`src/rtl/cit_pkg.sv`:
```
`timescale 1ns/1ps
package cit_pkg;
  localparam int BUS_W  = 8;
  localparam int ADDR_W = 3;
  localparam int SEL_W  = 3;

  typedef enum logic [ADDR_W-1:0] {
    A_CTL0 = 3'd0,
    A_CTL1 = 3'd1,
    A_DAT0 = 3'd2,
    A_DAT1 = 3'd3,
    A_CNT0 = 3'd4,
    A_CNT1 = 3'd5,
    A_WAVE = 3'd6
  } reg_addr_e;

  typedef struct packed {
    logic             cascade;
    logic             flag;
    logic             ien;
    logic [SEL_W-1:0] src;
    logic             fall;
    logic             run;
  } ctl_t;
endpackage

```
`src/rtl/cit_edge_src.sv`:
```
`timescale 1ns/1ps
module cit_edge_src #(
  parameter int N_TICK  = 7,
  parameter int SEL_W   = 3,
  parameter bit HAS_EXT = 1'b1
) (
  input  logic              clk,
  input  logic              rst,
  input  logic [N_TICK-1:0] tick_in,
  input  logic              ext_in,
  input  logic [SEL_W-1:0]  sel,
  input  logic              fall,
  output logic              step
);
  logic [1:0] sync_q;
  logic       prev_q;
  logic       lvl;

  always_ff @(posedge clk) begin
    if (rst) begin
      sync_q <= 2'b00;
      prev_q <= 1'b0;
    end else begin
      sync_q <= {sync_q[0], ext_in};
      prev_q <= lvl;
    end
  end

  always_comb begin
    lvl = 1'b0;
    for (int i = 0; i < N_TICK; i++) begin
      if (sel == SEL_W'(i)) lvl = tick_in[i];
    end
    if (sel == SEL_W'(N_TICK)) lvl = HAS_EXT ? sync_q[1] : 1'b0;
  end

  assign step = fall ? (prev_q & ~lvl) : (lvl & ~prev_q);
endmodule

```
`src/rtl/cit_count8.sv`:
```
`timescale 1ns/1ps
module cit_count8 #(
  parameter int CNT_W = 8
) (
  input  logic             clk,
  input  logic             rst,
  input  logic             step,
  input  logic             wrap,
  input  logic             restart,
  input  logic [CNT_W-1:0] data,
  output logic [CNT_W-1:0] cnt,
  output logic [CNT_W-1:0] lat
);
  always_ff @(posedge clk) begin
    if (rst) begin
      cnt <= '0;
      lat <= '0;
    end else if (restart || wrap) begin
      cnt <= '0;
      lat <= data;
    end else if (step) begin
      cnt <= cnt + 1'b1;
    end
  end
endmodule

```
`src/rtl/casc_interval_timer.sv`:
```
`timescale 1ns/1ps
module casc_interval_timer
  import cit_pkg::*;
#(
  parameter int CNT_W  = 8,
  parameter int N_TICK = 7
) (
  input  logic              clk,
  input  logic              rst,
  input  logic [N_TICK-1:0] tick_in,
  input  logic              ext_clk,
  input  logic              bus_wr,
  input  logic [ADDR_W-1:0] bus_addr,
  input  logic [BUS_W-1:0]  bus_wdata,
  output logic [BUS_W-1:0]  bus_rdata,
  output logic              irq0,
  output logic              irq1,
  output logic              wave_out
);
  ctl_t             ctl0, ctl1, wctl;
  logic [CNT_W-1:0] dat0, dat1, cnt0, cnt1, lat0, lat1;
  logic             wave_en, wave_sel, wave_q, irq0_q, irq1_q;
  logic [BUS_W-1:0] rdata_q;
  logic             ev0, ev1, step0, step1, m0, m1, m16, wrap0, wrap1;
  logic             restart0, restart1, wave_hit, mode16;
  logic             wr_ctl0, wr_ctl1, wr_dat0, wr_dat1, wr_wave;

  assign wctl    = ctl_t'(bus_wdata);
  assign wr_ctl0 = bus_wr && (bus_addr == A_CTL0);
  assign wr_ctl1 = bus_wr && (bus_addr == A_CTL1);
  assign wr_dat0 = bus_wr && (bus_addr == A_DAT0);
  assign wr_dat1 = bus_wr && (bus_addr == A_DAT1);
  assign wr_wave = bus_wr && (bus_addr == A_WAVE);
  assign mode16  = ctl0.cascade;

  // count sources: only channel 0 may reach the external pin
  cit_edge_src #(.N_TICK(N_TICK), .SEL_W(SEL_W), .HAS_EXT(1'b1)) u_src0 (
    .clk(clk), .rst(rst), .tick_in(tick_in), .ext_in(ext_clk),
    .sel(ctl0.src), .fall(ctl0.fall), .step(ev0));
  cit_edge_src #(.N_TICK(N_TICK), .SEL_W(SEL_W), .HAS_EXT(1'b0)) u_src1 (
    .clk(clk), .rst(rst), .tick_in(tick_in), .ext_in(ext_clk),
    .sel(ctl1.src), .fall(ctl1.fall), .step(ev1));

  // match and cascade logic
  assign restart0 = wr_ctl0 && wctl.run && !ctl0.run;
  assign restart1 = (wr_ctl1 && wctl.run && !ctl1.run) || (restart0 && wctl.cascade);
  assign step0    = ev0 && ctl0.run;
  assign m0       = step0 && !mode16 && (cnt0 == lat0);
  assign m16      = step0 && mode16 && (cnt0 == lat0) && (cnt1 == lat1);
  assign m1       = ev1 && ctl1.run && !mode16 && (cnt1 == lat1);
  assign wrap0    = m0 || m16;
  assign wrap1    = m1 || m16;
  assign step1    = mode16 ? (step0 && (cnt0 == {CNT_W{1'b1}})) : (ev1 && ctl1.run);

  cit_count8 #(.CNT_W(CNT_W)) u_cnt0 (
    .clk(clk), .rst(rst), .step(step0), .wrap(wrap0), .restart(restart0),
    .data(dat0), .cnt(cnt0), .lat(lat0));
  cit_count8 #(.CNT_W(CNT_W)) u_cnt1 (
    .clk(clk), .rst(rst), .step(step1), .wrap(wrap1), .restart(restart1),
    .data(dat1), .cnt(cnt1), .lat(lat1));

  // control and data registers; a match setting a flag beats a clear
  always_ff @(posedge clk) begin
    if (rst) begin
      ctl0     <= '0;
      ctl1     <= '0;
      dat0     <= '0;
      dat1     <= '0;
      wave_en  <= 1'b0;
      wave_sel <= 1'b0;
    end else begin
      if (wr_ctl0) begin
        ctl0      <= wctl;
        ctl0.flag <= (ctl0.flag && wctl.flag) || wrap0;
      end else begin
        ctl0.flag <= ctl0.flag || wrap0;
      end
      if (wr_ctl1) begin
        ctl1         <= wctl;
        ctl1.cascade <= 1'b0;
        ctl1.flag    <= (ctl1.flag && wctl.flag) || m1;
      end else begin
        ctl1.flag <= ctl1.flag || m1;
      end
      if (wr_dat0) dat0 <= CNT_W'(bus_wdata);
      if (wr_dat1) dat1 <= CNT_W'(bus_wdata);
      if (wr_wave) begin
        wave_en  <= bus_wdata[0];
        wave_sel <= bus_wdata[1];
      end
    end
  end

  // registered outputs
  assign wave_hit = mode16 ? m16 : (wave_sel ? m1 : m0);

  always_ff @(posedge clk) begin
    if (rst) begin
      wave_q <= 1'b0;
      irq0_q <= 1'b0;
      irq1_q <= 1'b0;
    end else begin
      if (wave_en && wave_hit) wave_q <= ~wave_q;
      irq0_q <= ctl0.flag && ctl0.ien;
      irq1_q <= ctl1.flag && ctl1.ien;
    end
  end

  always_ff @(posedge clk) begin
    if (rst) begin
      rdata_q <= '0;
    end else begin
      case (bus_addr)
        A_CTL0:  rdata_q <= BUS_W'(ctl0);
        A_CTL1:  rdata_q <= BUS_W'(ctl1);
        A_DAT0:  rdata_q <= BUS_W'(dat0);
        A_DAT1:  rdata_q <= BUS_W'(dat1);
        A_CNT0:  rdata_q <= BUS_W'(cnt0);
        A_CNT1:  rdata_q <= BUS_W'(cnt1);
        A_WAVE:  rdata_q <= BUS_W'({wave_sel, wave_en});
        default: rdata_q <= '0;
      endcase
    end
  end

  assign bus_rdata = rdata_q;
  assign irq0      = irq0_q;
  assign irq1      = irq1_q;
  assign wave_out  = wave_q;
endmodule

```
`config.mk`:
```
export PLATFORM = sky130hd
export DESIGN_NAME = casc_interval_timer
export DESIGN_NICKNAME = d
export VERILOG_FILES = /design/src/rtl/cit_pkg.sv /design/src/rtl/cit_edge_src.sv /design/src/rtl/cit_count8.sv /design/src/rtl/casc_interval_timer.sv
export SDC_FILE = /design/constraint.sdc
export NUM_CORES = 1
export LEC_CHECK = 0
export ABC_AREA = 1
export BUFFER_PORTS_ARGS = -buffer_cell sky130_fd_sc_hd__buf_2
export CAP_MARGIN = 20
export CORE_ASPECT_RATIO = 0.5
export CORE_MARGIN = 2
export CORE_UTILIZATION = 35
export CTS_CLUSTER_SIZE = 16
export DETAILED_ROUTE_END_ITERATION = 12
export PLACE_DENSITY = 0.62
export SLEW_MARGIN = 20
export SYNTH_ARGS = -nofsm -noshare
export SYNTH_HDL_FRONTEND = slang
export SYNTH_SLANG_ARGS = --single-unit
export TNS_END_PERCENT = 50
```
`constraint.sdc`:
```
create_clock -name clk -period 2.9 [get_ports clk]
set_input_delay 0.29 -clock clk [delete_from_list [all_inputs] [get_ports clk]]
set_output_delay 0.29 -clock clk [all_outputs]
set_load 0.03 [all_outputs]
```
==> run metrics, run 1 <==
clock sinks=80; Critical Path RT=around 3.1 ns; peak supply drop=around 0.33 mV; die height=about 78 um; fin cells=approximately 700; CTS tree=built; Post-CTS Hold Buffers=0; drt wl/cell=14.3 um; Setup WS post-layout=between 0.8 and 0.9 ns; Distinct cells, synth=37; IO buf count=32; Tot GR Track Use=0.184; register share of total power=0.473; Filler Cells Inserted=around 1.1k; Final TNS setup=0 ns; min Tclk post-route=~2 ns; worst-path maximum fanout=9; Setup Skew=around 0.0067 ns; P&R area growth vs syn=14.7%; sequential cell area=roughly 1600 um2; Clock Tree Root=clkbuf_16; Post-Syn Instances=around 540; Clock Power Share=0.449; Post-synth EDFFs=0; first-pass GRT wire length=~16,000 um; CP Class=reg2reg; endpoints failing setup=0; Routed Antenna Nets=0; critical path endpoint category=flip-flop; Slew @ Worst Pin=between 0.6 and 0.7 ns; Power Density=558 nW/um2; site row count=26; flops & latches, synth=80; Syn Nets=about 560; starting density of the core=0.365; later-pin clock latency in the skew report=approximately 0.34 ns; Vias/cell=between 5 and 6; Syn Std Cell Area=roughly 3800 um2; Ys Warns=0; RSZ-0062 raised after global routing=false; Multi-input gate area=roughly 1800 um2; Core Util, Final=0.419; Final nets=approximately 590; # H-tree levels=3; clk buf depth=2; Switching Share=0.237; Avg Cell Area, Syn=~7 um2; boundary pin count=33; drt pass-1 iters=5; number of buffers created by CTS=9; initial antenna violation count=0; worst path arrival time=2.26 ns; max_slew headroom=0.570; ANT cells=0; Int Power=1.85 mW; highest clock rate=a little under 500 MHz; Pins Over Slew Limit=0; period utilization=0.702; ys async rst share=0; cell taking the most area after synthesis=dfxtp_1; Post-CTS Setup Bufs=0; Leakage=between 1.5 and 2 nW; Switch Pwr=576 uW; Commonest cells post-synth=95 x nand2_1, 80 x dfxtp_1, 70 x inv_1; Via Count=around 3.5k; routability cong.=~0.91; Design Power=about 2.4 mW; Post-DP Area=between 4000 and 5000 um2; register area share after synthesis=0.422; main flop type after synthesis=dfxtp_1; vias in the first global route=3,187; die area=11,700 um2; WL final=about 10,000 um; WHS=about 0.15 ns; status=finished clean; Reg clk slew, reported paths=roughly 0.060 ns; GRT overflow=0; Placed Instances=692; worst hold-check path type=in2reg; pin count of the biggest net entering global routing=between 40 and 50; combinational share of power=0.078; core area=10,400 um2; Placement Setup Slack=0.880 ns; Resize count post-CTS=0; drc violations=0; HPWL after DPL=about 7500 um; Synth area leaders=dfxtp_1 42%, nand2_1 9.4%, a21oi_1 8.1%, inv_1 6.9%, nor2_1 6.4%; Yosys top cell area share=0.422; Max-Cap Viols=0; share of cells above drive strength 1=0.129; Die X=151 um; most frequent cell after synthesis=nand2_1; Final Hold Fails=0; Starting DRT DRC Count=about 240; Finished Cell Area=approximately 4300 um2; Worst setup SP type=flip-flop
final cells by class:
| cell class | instances | area share |
|---|---|---|
| well taps | 140 | 0.0403 |
| repair buffers | 34 | 0.0403 |
| flip-flops and latches | 80 | 0.368 |
| inverters | 75 | 0.0659 |
| multi-input cells | 363 | 0.420 |
| clock inverters | 3 | 0.00978 |
| clock buffers | 13 | 0.0553 |
routing by layer:
layer | global-route usage | vias up | part of all wire | routed length [um]
met1 | 0.258 | 1623 | 0.50 | 5010
met4 | 0.0589 | 0 | 0.011 | 115
li1 | - | 1793 | - | -
met5 | 0 | - | 0 | 0
met2 | 0.267 | 119 | 0.42 | 4210
met3 | 0.0565 | 11 | 0.076 | 765
worst paths after layout:
check / start / to / slack, ns / cells past startpoint
setup / recovery: ctl0[4]$_SDFFE_PP0P_ / u_cnt0.cnt[5]$_SDFFE_PP0N_ / 0.86 / 13
hold / removal: ext_clk / u_src0.sync_q[0]$_SDFF_PP0_ / 0.15 / 3
setup reg to reg: ctl0[4]$_SDFFE_PP0P_ / u_cnt0.cnt[5]$_SDFFE_PP0N_ / 0.86 / 13
hold reg to reg: u_src0.sync_q[0]$_SDFF_PP0_ / u_src0.sync_q[1]$_SDFF_PP0_ / 0.40 / 2
cell families after synthesis:
kind of cell | count (synthesis) | share of synthesized area
simple gates | 220 | 0.261
buf+inv | 92 | 0.0957
fa+ha+maj | 2 | 0.00660
xor+xnor | 16 | 0.0370
flops | 80 | 0.422
compound gates | 125 | 0.177
power by group through the flow:
stage / Clock, mW / Sequential, mW / Combinational (mW)
after floorplan: 0 / 1.17 / 0.123
after global placement: 0 / 1.17 / 0.186
after detailed placement: 0 / 1.17 / 0.187
after CTS: 1.12 / 1.15 / 0.187
after global routing: 1.17 / 1.15 / 0.211
final: 1.09 / 1.15 / 0.189
flip-flops by register name, summed over array words and instances (netlist names):
register and cells:
wave_en 1, irq1 1, ctl0 7, u_cnt1.lat 8, wave_sel 1, bus_rdata 8, dat0 8, u_src0.prev_q 1
wave_out 1, irq0 1, u_cnt1.cnt 8, ctl1 7, u_src0.sync_q 2, dat1 8, mode16 1, u_src1.prev_q 1
u_cnt0.cnt 8, u_cnt0.lat 8
worst max-delay path: stages (launching register included):
cell	delay, ns
dfxtp_1	0.44
inv_2	0.09
nand2_1	0.07
nand3_1	0.07
nand2_1	0.08
inv_1	0.07
nand2_2	0.08
nand2_2	0.08
a21oi_4	0.33
o211ai_2	0.19
nand2_4	0.15
inv_4	0.08
nand2_4	0.14
a21oi_1	0.05
layout by cell type, fill, tap and decap left out, drive strengths merged, types with 9 or more instances in the layout:
| master | synthesis | layout |
|---|---|---|
| a21oi | 63 | 63 |
| buf | 5 | 34 |
| clkbuf | 12 | 13 |
| dfxtp | 80 | 80 |
| inv | 75 | 75 |
| nand2 | 101 | 101 |
| nand3 | 31 | 31 |
| nor2 | 69 | 69 |
| o21ai | 48 | 48 |
| o22ai | 9 | 9 |
| xnor2 | 12 | 12 |
No activity file was read; power rests on OpenSTA's default activity.
==> inputs of run 2 (changes only) <==
- PLACE_DENSITY: 0.62 -> 0.63
- clock period: 2.9 -> 1.8 ns (I/O delays scaled with it)
==> run 2 against run 1 <==
Compared with the run above:
- the run now ends with setup timing left
- cell count up 3.7%
- register-to-register slack got worse by 0.87 ns
- non-clock buffer count rose by 24
- global-route usage up 0.62 points
- core utilization grew 3.9 points
- fmax is 12% higher
- critical path type unchanged
- worst hold slack got worse by 0.11 ns
- power grew 77%
- highest routed layer unchanged
- count of clock-buffer cells in the layout is 1 lower
==> run metrics, run 2 (same netlist as run 1, synthesis figures left out) <==
Die X=151 um (unchanged); Leakage=1.93 nW (was 1.75 nW); CTS tree=built (unchanged); failing checks=setup timing; Max-Cap Viols=0 (unchanged); die height=77.6 um (unchanged); site row count=26 (unchanged); worst-path maximum fanout=8 (was 9); later-pin clock latency in the skew report=0.34 ns (about the same); starting density of the core=0.365 (unchanged); die area=11,700 um2 (unchanged); ANT cells=0 (unchanged); # H-tree levels=3 (unchanged); peak supply drop=0.510 mV (was 0.333 mV); Post-CTS Hold Buffers=0 (unchanged); endpoints failing setup=6 (was 0); share of cells above drive strength 1=0.221 (was 0.129); worst path arrival time=2.04 ns (was 2.26 ns); period utilization=1.01 (was 0.702); Routed Antenna Nets=0 (unchanged); Core Util, Final=0.458 (was 0.419); Clock Tree Root=clkbuf_16 (unchanged); Clock Power Share=0.486 (was 0.449); Vias/cell=4.99 (was 5.01); min Tclk post-route=1.81 ns (was 2.04 ns); Reg clk slew, reported paths=0.06 ns (about the same); vias in the first global route=3,368 (was 3,187); Setup Skew=0.00441 ns (was 0.00669 ns); Final Hold Fails=0 (unchanged); Via Count=3,661 (was 3,546); HPWL after DPL=7730 um (was 7490 um); sequential cell area=1610 um2 (was 1600 um2); Placement Setup Slack=-0.0353 ns (was 0.880 ns); CP Class=reg2reg (unchanged); Multi-input gate area=1960 um2 (was 1830 um2); worst hold-check path type=in2reg (unchanged); P&R area growth vs syn=25.5% (was 14.7%); pin count of the biggest net entering global routing=43 (unchanged); initial antenna violation count=0 (unchanged); highest clock rate=552 MHz (was 491 MHz); Critical Path RT=2.03 ns (was 3.12 ns); status=complete, but fails checks (was finished clean); Int Power=3.32 mW (was 1.85 mW); Worst path top cell family by delay=simple AND/OR/NAND/NOR gates (unchanged); Slew @ Worst Pin=0.511 ns (was 0.643 ns); critical path endpoint category=flip-flop (unchanged); WL final=10,800 um (was 10,100 um); RSZ-0062 raised after global routing=true (was false); Final nets=614 (was 587); number of buffers created by CTS=9 (unchanged); WHS=0.0436 ns (was 0.152 ns); commonest non-fill, non-tap cell in the layout=nand2_1 (unchanged); first-pass GRT wire length=17,000 um (was 16,300 um); boundary pin count=33 (unchanged); drt wl/cell=14.7 um (was 14.3 um); core area=10,400 um2 (unchanged); Pins Over Slew Limit=0 (unchanged); register share of total power=0.431 (was 0.473); Power Density=901 nW/um2 (was 558 nW/um2); Tot GR Track Use=0.190 (was 0.184); critical path cell sequence=inv_4 -> nand2_1 -> nand3_1 -> nand3_2 -> nand2_2 -> nand2_2 -> a21oi_4 -> nand4_4 -> nand2_8 -> inv_8 -> nor2_2 -> nor2_1 (was inv_2 -> nand2_1 -> nand3_1 -> nand2_1 -> inv_1 -> nand2_2 -> nand2_2 -> a21oi_4 -> o211ai_2 -> nand2_4 -> inv_4 -> nand2_4 -> a21oi_1); clk buf depth=2 (unchanged); Filler Cells Inserted=1,046 (was 1,072); IO buf count=32 (unchanged); Slowest-stage cell, CP=dfxtp_4 (was dfxtp_1); Setup WS post-layout=-0.0112 ns (was 0.863 ns); Switching Share=0.226 (was 0.237); Starting DRT DRC Count=229 (was 235); CP peak stage delay=0.37 ns (was 0.44 ns); drt pass-1 iters=5 (unchanged); Buf/Inv on CP=2 (was 3); routability cong.=0.903 (was 0.907); Final TNS setup=-0.0317 ns (was 0 ns); GRT overflow=0 (unchanged); combinational share of power=0.083 (was 0.078); clock sinks=80 (unchanged); Worst setup SP type=flip-flop (unchanged); Switch Pwr=969 uW (was 576 uW); Crit path top cell by count=nand2_2; commonest non-fill, non-tap cells in the layout=94 x nand2_1, 76 x dfxtp_1, 66 x inv_1, 55 x a21oi_1, 50 x nor2_1 (was 95 x nand2_1, 80 x dfxtp_1, 69 x inv_1, 65 x nor2_1, 61 x a21oi_1); max_slew headroom=0.651 (was 0.570); Design Power=4.29 mW (was 2.43 mW); drc violations=0 (unchanged)
==> run 2: worst reg2reg max path: cells and delay by family, from the launching register on <==
family / cells / cell delay, ns
DFF: 1 / 0.37
AOI/OAI and AO/OA: 1 / 0.27
and+or+nand+nor: 9 / 0.92
buffers and inverters: 2 / 0.14
==> run 2: what timing repair did <==
item                       CTS  global route
buffers inserted             0             2
setup endpoints to repair   13            33
pin swaps                    0             9
gates resized for setup      3            48
cloned                       0             3
==> run 2: final cells by class <==
cell class	instances	share of cell area
clock buffers	12	0.0518
well taps	140	0.0368
repair buffers	58	0.0755
inverters	75	0.0644
repair inverters	1	0.00132
flip-flops and latches	80	0.339
clock inverters	3	0.0189
multi-input cells	365	0.412
==> run 2: power by group through the flow <==
stage	sequential, mW	combinational (mW)	clock (mW)
final	1.85	0.355	2.08
after CTS	1.85	0.323	2.10
after floorplan	1.88	0.198	0
after global placement	1.89	0.314	0
after global routing	1.86	0.394	2.18
after detailed placement	1.89	0.318	0
==> run 2: through the flow <==
step / cell area, um2 / cells
after floorplan: 3790 / 535
after global placement: 4230 / 714
after detailed placement: 4230 / 714
after CTS: 4580 / 729
after global routing: 4760 / 734
final: 4760 / 734
==> run 2: path summary, 6_finish.rpt <==
kind / startpoint / to / slack [ns] / cells past startpoint
worst max-delay path: ctl0[4]$_SDFFE_PP0P_ / u_cnt1.lat[2]$_SDFFE_PP0P_ / -0.01 / 12
worst min-delay path: ext_clk / u_src0.sync_q[0]$_SDFF_PP0_ / 0.04 / 3
worst max register to register: ctl0[4]$_SDFFE_PP0P_ / u_cnt1.lat[2]$_SDFFE_PP0P_ / -0.01 / 12
worst min register to register: u_src0.sync_q[0]$_SDFF_PP0_ / u_src0.sync_q[1]$_SDFF_PP0_ / 0.41 / 2
==> run 2: metal layers <==
layer | GRT usage | vias to the layer above | wire length, um
met2 | 0.287 | 108 | 4700
met5 | 0 | - | 0
met1 | 0.269 | 1689 | 5340
met3 | 0.0447 | 12 | 616
li1 | - | 1852 | -
met4 | 0.0542 | 0 | 134
